--- src/rtl/dtm_pkg.sv ---
package dtm_pkg;

    localparam int NUM_PART_CNT = 4;
    localparam int SEL_W        = 3;

    typedef enum logic [SEL_W-1:0] {
        SEL_DEAD_ALL = 3'd0,
        SEL_DEAD_ACT = 3'd1,
        SEL_LOST     = 3'd2,
        SEL_SENT     = 3'd3,
        SEL_ORBIT    = 3'd4
    } cnt_sel_e;

    typedef struct packed {
        logic sent;
        logic lost;
        logic dead_act;
        logic dead_all;
    } part_evt_t;

    function automatic part_evt_t make_events(input logic inhibit, input logic active,
                                              input logic request, input logic sent);
        part_evt_t ev;
        ev.dead_all = inhibit;
        ev.dead_act = inhibit & active;
        ev.lost     = inhibit & request;
        ev.sent     = sent;
        return ev;
    endfunction

endpackage

--- src/rtl/dtm_sat_counter.sv ---
module dtm_sat_counter #(
    parameter int W = 32
) (
    input  logic         clk,
    input  logic         rst,
    input  logic         clr,
    input  logic         inc,
    output logic [W-1:0] count
);
    localparam logic [W-1:0] TOP = '1;

    always_ff @(posedge clk) begin
        if (rst || clr) begin
            count <= '0;
        end else if (inc && count != TOP) begin
            count <= count + 1'b1;
        end
    end
endmodule

--- src/rtl/dtm_partition.sv ---
module dtm_partition
    import dtm_pkg::*;
#(
    parameter int CNT_W = 32
) (
    input  logic                                   clk,
    input  logic                                   rst,
    input  logic                                   clr,
    input  logic                                   inhibit,
    input  logic                                   active,
    input  logic                                   request,
    input  logic                                   sent,
    output logic [NUM_PART_CNT-1:0][CNT_W-1:0]     counts
);
    part_evt_t                  ev;
    logic [NUM_PART_CNT-1:0]    ev_vec;

    always_comb begin
        ev = make_events(inhibit, active, request, sent);
        ev_vec = '0;
        ev_vec[SEL_DEAD_ALL[1:0]] = ev.dead_all;
        ev_vec[SEL_DEAD_ACT[1:0]] = ev.dead_act;
        ev_vec[SEL_LOST[1:0]]     = ev.lost;
        ev_vec[SEL_SENT[1:0]]     = ev.sent;
    end

    for (genvar k = 0; k < NUM_PART_CNT; k++) begin : g_cnt
        dtm_sat_counter #(.W(CNT_W)) u_cnt (
            .clk   (clk),
            .rst   (rst),
            .clr   (clr),
            .inc   (ev_vec[k]),
            .count (counts[k])
        );
    end
endmodule

--- src/rtl/dtm_gates.sv ---
module dtm_gates (
    input  logic clk,
    input  logic rst,
    input  logic inhibit_any,
    input  logic run_start,
    input  logic run_stop,
    output logic live_gate,
    output logic run_gate
);
    always_ff @(posedge clk) begin
        if (rst) begin
            live_gate <= 1'b1;
            run_gate  <= 1'b0;
        end else begin
            live_gate <= ~inhibit_any;
            if (run_stop) begin
                run_gate <= 1'b0;
            end else if (run_start) begin
                run_gate <= 1'b1;
            end
        end
    end
endmodule

--- src/rtl/partition_deadtime_monitor.sv ---
module partition_deadtime_monitor
    import dtm_pkg::*;
#(
    parameter int NUM_PART = 8,
    parameter int CNT_W    = 32,
    parameter int ORBIT_W  = 32,
    localparam int PART_W  = (NUM_PART > 1) ? $clog2(NUM_PART) : 1,
    localparam int RD_W    = (CNT_W > ORBIT_W) ? CNT_W : ORBIT_W
) (
    input  logic                clk,
    input  logic                rst,
    input  logic                clr,
    input  logic                bx_active,
    input  logic                l1a_request,
    input  logic                orbit_mark,
    input  logic [NUM_PART-1:0] bx_inhibit,
    input  logic [NUM_PART-1:0] l1a_sent,
    input  logic                run_start,
    input  logic                run_stop,
    input  logic [PART_W-1:0]   rd_part,
    input  logic [SEL_W-1:0]    rd_sel,
    output logic [RD_W-1:0]     rd_data,
    output logic                live_gate,
    output logic                run_gate
);
    logic [NUM_PART-1:0][NUM_PART_CNT-1:0][CNT_W-1:0] cnt_all;
    logic [ORBIT_W-1:0]                               orbit_q;
    logic [RD_W-1:0]                                  rd_next;

    for (genvar p = 0; p < NUM_PART; p++) begin : g_part
        dtm_partition #(.CNT_W(CNT_W)) u_part (
            .clk     (clk),
            .rst     (rst),
            .clr     (clr),
            .inhibit (bx_inhibit[p]),
            .active  (bx_active),
            .request (l1a_request),
            .sent    (l1a_sent[p]),
            .counts  (cnt_all[p])
        );
    end

    always_ff @(posedge clk) begin
        if (rst || clr) begin
            orbit_q <= '0;
        end else if (orbit_mark) begin
            orbit_q <= orbit_q + 1'b1;
        end
    end

    dtm_gates u_gates (
        .clk         (clk),
        .rst         (rst),
        .inhibit_any (|bx_inhibit),
        .run_start   (run_start),
        .run_stop    (run_stop),
        .live_gate   (live_gate),
        .run_gate    (run_gate)
    );

    always_comb begin
        rd_next = '0;
        case (cnt_sel_e'(rd_sel))
            SEL_DEAD_ALL, SEL_DEAD_ACT, SEL_LOST, SEL_SENT: begin
                if (int'(rd_part) < NUM_PART) begin
                    rd_next = RD_W'(cnt_all[rd_part][rd_sel[1:0]]);
                end
            end
            SEL_ORBIT: rd_next = RD_W'(orbit_q);
            default:   rd_next = '0;
        endcase
    end

    always_ff @(posedge clk) begin
        if (rst) begin
            rd_data <= '0;
        end else begin
            rd_data <= rd_next;
        end
    end
endmodule

--- config.mk ---
export PLATFORM = sky130hd
export DESIGN_NAME = partition_deadtime_monitor
export DESIGN_NICKNAME = d
export VERILOG_FILES = /design/src/rtl/dtm_pkg.sv /design/src/rtl/dtm_sat_counter.sv /design/src/rtl/dtm_partition.sv /design/src/rtl/dtm_gates.sv /design/src/rtl/partition_deadtime_monitor.sv
export SDC_FILE = /design/constraint.sdc
export NUM_CORES = 2
export LEC_CHECK = 0
export CORE_MARGIN = 1
export CORE_UTILIZATION = 64
export CTS_CLUSTER_SIZE = 10
export DETAILED_ROUTE_END_ITERATION = 8
export PLACE_DENSITY = 0.92
export SLEW_MARGIN = 10
export SYNTH_ARGS = -nofsm -noshare
export SYNTH_HDL_FRONTEND = slang
export SYNTH_SLANG_ARGS = --single-unit
--- constraint.sdc ---
create_clock -name clk -period 3.5 [get_ports clk]
set_input_delay 1.05 -clock clk [delete_from_list [all_inputs] [get_ports clk]]
set_output_delay 1.05 -clock clk [all_outputs]
set_load 0.1 [all_outputs]
==> impl_metrics.tcl <==
set metrics [dict create \
    grt_overflow 0 \
    critPathRequiredTime_ps 4100 \
    power.internal_mw 19.1 \
    cts_buffer_depth 3 \
    ir_drop_mv 0.387 \
    synth-simple-area-share_pct 28.2 \
    grt_first_pass_wirelength_um 281000 \
    cts_hold_buf 0 \
    die_h_um 303 \
    final_nets 6726 \
    synth-adder-area-share_pct 0.713 \
    synthesis.nets 6633 \
    final_common_cell "dfxtp_1" \
    worstPathArrival_ps 3500 \
    switching_share_pct 23.8 \
    net-switching-power_mw 5.96 \
    portBuffers 63 \
    tightest_slew_ps 1240 \
    root_buffer "clkbuf_16" \
    vias 53870 \
    end_kind "flip-flop" \
    cts_sinks 1090 \
    core-area_mm2 0.0891 \
    status "finished clean" \
    synthCells 6570 \
    yosysSeqAreaShare_pct 37.7 \
    fmax_ghz 0.345 \
    path_class "flip-flop to flip-flop" \
    area_delta_synth_final_pct 10.5 \
    num_io_pins 64 \
    finalCritPeriodShare_pct 82.7 \
    clk-insertion-delay-late_ps 750 \
    synth_top_family_by_area "simple AND/OR/NAND/NOR gates" \
    synth_compound_area_share_pct 6.21 \
    synth_edf_count 0 \
    cts-resized-gates 0 \
    p_clk_share_pct 45.1 \
    hpwlAfterDp_um 132000 \
    min_path_type "flip-flop to flip-flop" \
    layout_common_cells "dfxtp_1 (1090), nor2_1 (1063), xor2_1 (532), nand2_1 (427), nand3_1 (423)" \
    antenna_found_initial 8 \
    viasPerCell 6.86 \
    power.leakage_nw 20.7 \
    pwr-share-seq_pct 49.9 \
    synth_area_mm2 0.0579 \
    dieArea_mm2 0.0917 \
    numCtsBuffers 121 \
    rows 109 \
    grt_setup_unrepaired "false" \
    hold_violations 0 \
    cts-htree-levels 3 \
    synthXorXnorAreaFrac_pct 12.7 \
    yosys_warnings 0 \
    skew_ps 59.7 \
    avgSynthCellArea_um2 8.81 \
    drc 0 \
    wire_per_inst_um 23.1 \
    finalWeightedCongestion 1.07 \
    drt-initial-drc-count 7839 \
    drt_pass1_iterations 9 \
    wl_um 182000 \
    synth_seq_cells 1090 \
    synth.mux.area_fraction_pct 11.7 \
    period_minus_slack_ps 2900 \
    cts.reportedPaths.clkPinSlew_ps 60 \
    maxSlewViolCount 0 \
    hold_ws_ps 498 \
    powerDensity_mw_per_mm2 392 \
    ys.flop_type "dfxtp_1" \
    crit_path_max_fanout 11 \
    cts_tree "yes" \
    async_reset_ff_share_pct 0 \
    final-setup-viol-count 0 \
    final.setup.tns_ps 0 \
    ys_types 87 \
    drive_above_1_share_pct 10.7 \
    postCtsSetupBuffers 0 \
    grt_pass1_vias 50054 \
    cap_violations 0 \
    detail-route-antenna-nets 0 \
    grt_max_degree 101 \
    comb_power_share_pct 5.0 \
    fp.dieW_um 303 \
    startpoint_type "flip-flop" \
    power_mw 25.1 \
    start_util_pct 65.0 \
    track_usage_pct 39.1 \
    slew_headroom_pct 16.7 \
]
## critical path, stage by stage (launching register included)
cell     delay (ps)
dfxtp_1         440
nand4_1         240
nor4_1          750
nand4_1         640
nand4_1         370
xor2_1          250
nor2_1           80
## per-stage QoR
stage	cells	setup WS (ps)	cell area [um^2]	util [%]
6_report	7858	604	64000	71.8
5_1_grt	7853	469	64000	71.8
4_1_cts	7853	730	64000	71.8
3_5_place_dp	7705	91.5	60700	68.1
3_3_place_gp	7705	162	60700	68.1
2_1_floorplan	6570	599	57900	-
## power groups by stage
| stage | registers [mW] | logic [mW] | clock network [mW] |
|---|---|---|---|
| after floorplan | 12.8 | 0.672 | 0 |
| after global placement | 12.8 | 1.20 | 0 |
| after detailed placement | 12.8 | 1.22 | 0 |
| after CTS | 12.5 | 1.23 | 11.3 |
| after global routing | 12.5 | 1.30 | 11.8 |
| final | 12.5 | 1.27 | 11.3 |
## worst paths after layout
path                                                   from                                        to  slack [ps]  cells past startpoint
setup reg to reg  g_part[4].u_part.g_cnt[3].u_cnt.count[20]  g_part[4].u_part.g_cnt[3].u_cnt.count[7]         600                      6
hold / removal     g_part[4].u_part.g_cnt[0].u_cnt.count[1]  g_part[4].u_part.g_cnt[0].u_cnt.count[1]         500                      2
setup / recovery  g_part[4].u_part.g_cnt[3].u_cnt.count[20]  g_part[4].u_part.g_cnt[3].u_cnt.count[7]         600                      6
hold reg to reg    g_part[4].u_part.g_cnt[0].u_cnt.count[1]  g_part[4].u_part.g_cnt[0].u_cnt.count[1]         500                      2
## Yosys cell counts (36+ instances only)
cell	count	area (um^2)
nand2_1	427	1600
and2_1	59	369
a21oi_1	179	896
inv_1	97	364
a31oi_1	36	225
xnor2_1	307	2690
mux2_2	65	732
and4_1	123	1080
buf_2	56	280
nand3_1	423	2120
nor2_1	1064	3990
mux2i_1	99	991
or3_1	155	970
dfxtp_1	1090	21800
xor2_1	532	4660
o21ai_0	193	966
and3_1	165	1030
nand4_1	405	2530
nor4_1	77	482
mux4_2	223	5020
clkbuf_1	212	796
nor3_1	195	976
## flip-flops by register name, summed over array words and instances, names as in the netlist
| signal | flops |
|---|---|
| g_part.u_part.g_cnt.u_cnt.count | 1024 |
| orbit_q | 32 |
| rd_data | 32 |
| u_gates.live_gate | 1 |
| u_gates.run_gate | 1 |
## kinds of logic (layout without fill, tap and decap cells)
group | after synthesis | after routing
compound gates | 587 | 587
xor+xnor | 839 | 839
fa+ha+maj | 33 | 33
buf+inv | 395 | 513
flops | 1090 | 1090
mux | 388 | 388
other cells | 0 | 5
simple gates | 3238 | 3238
## per-layer routing
| layer | up-vias | GRT usage, % | part of all wire, % |
|---|---|---|---|
| met2 | 3682 | 59.0 | 43 |
| met3 | 659 | 11.1 | 14 |
| li1 | 23896 | - | - |
| met5 | - | 0 | 0.041 |
| met1 | 25623 | 50.9 | 37 |
| met4 | 10 | 20.2 | 5.8 |
## cell type report
class	count	area, um^2
Tap cell	1165	1460
Clock inverter	8	125
Inverter	97	364
Fill cell	6180	25100
Sequential cell	1090	21800
Multi-Input combinational cell	5085	34500
Timing Repair Buffer	268	2570
Antenna cell	5	12.5
Clock buffer	140	3150
Note: power is estimated with default switching activity, not from simulation.
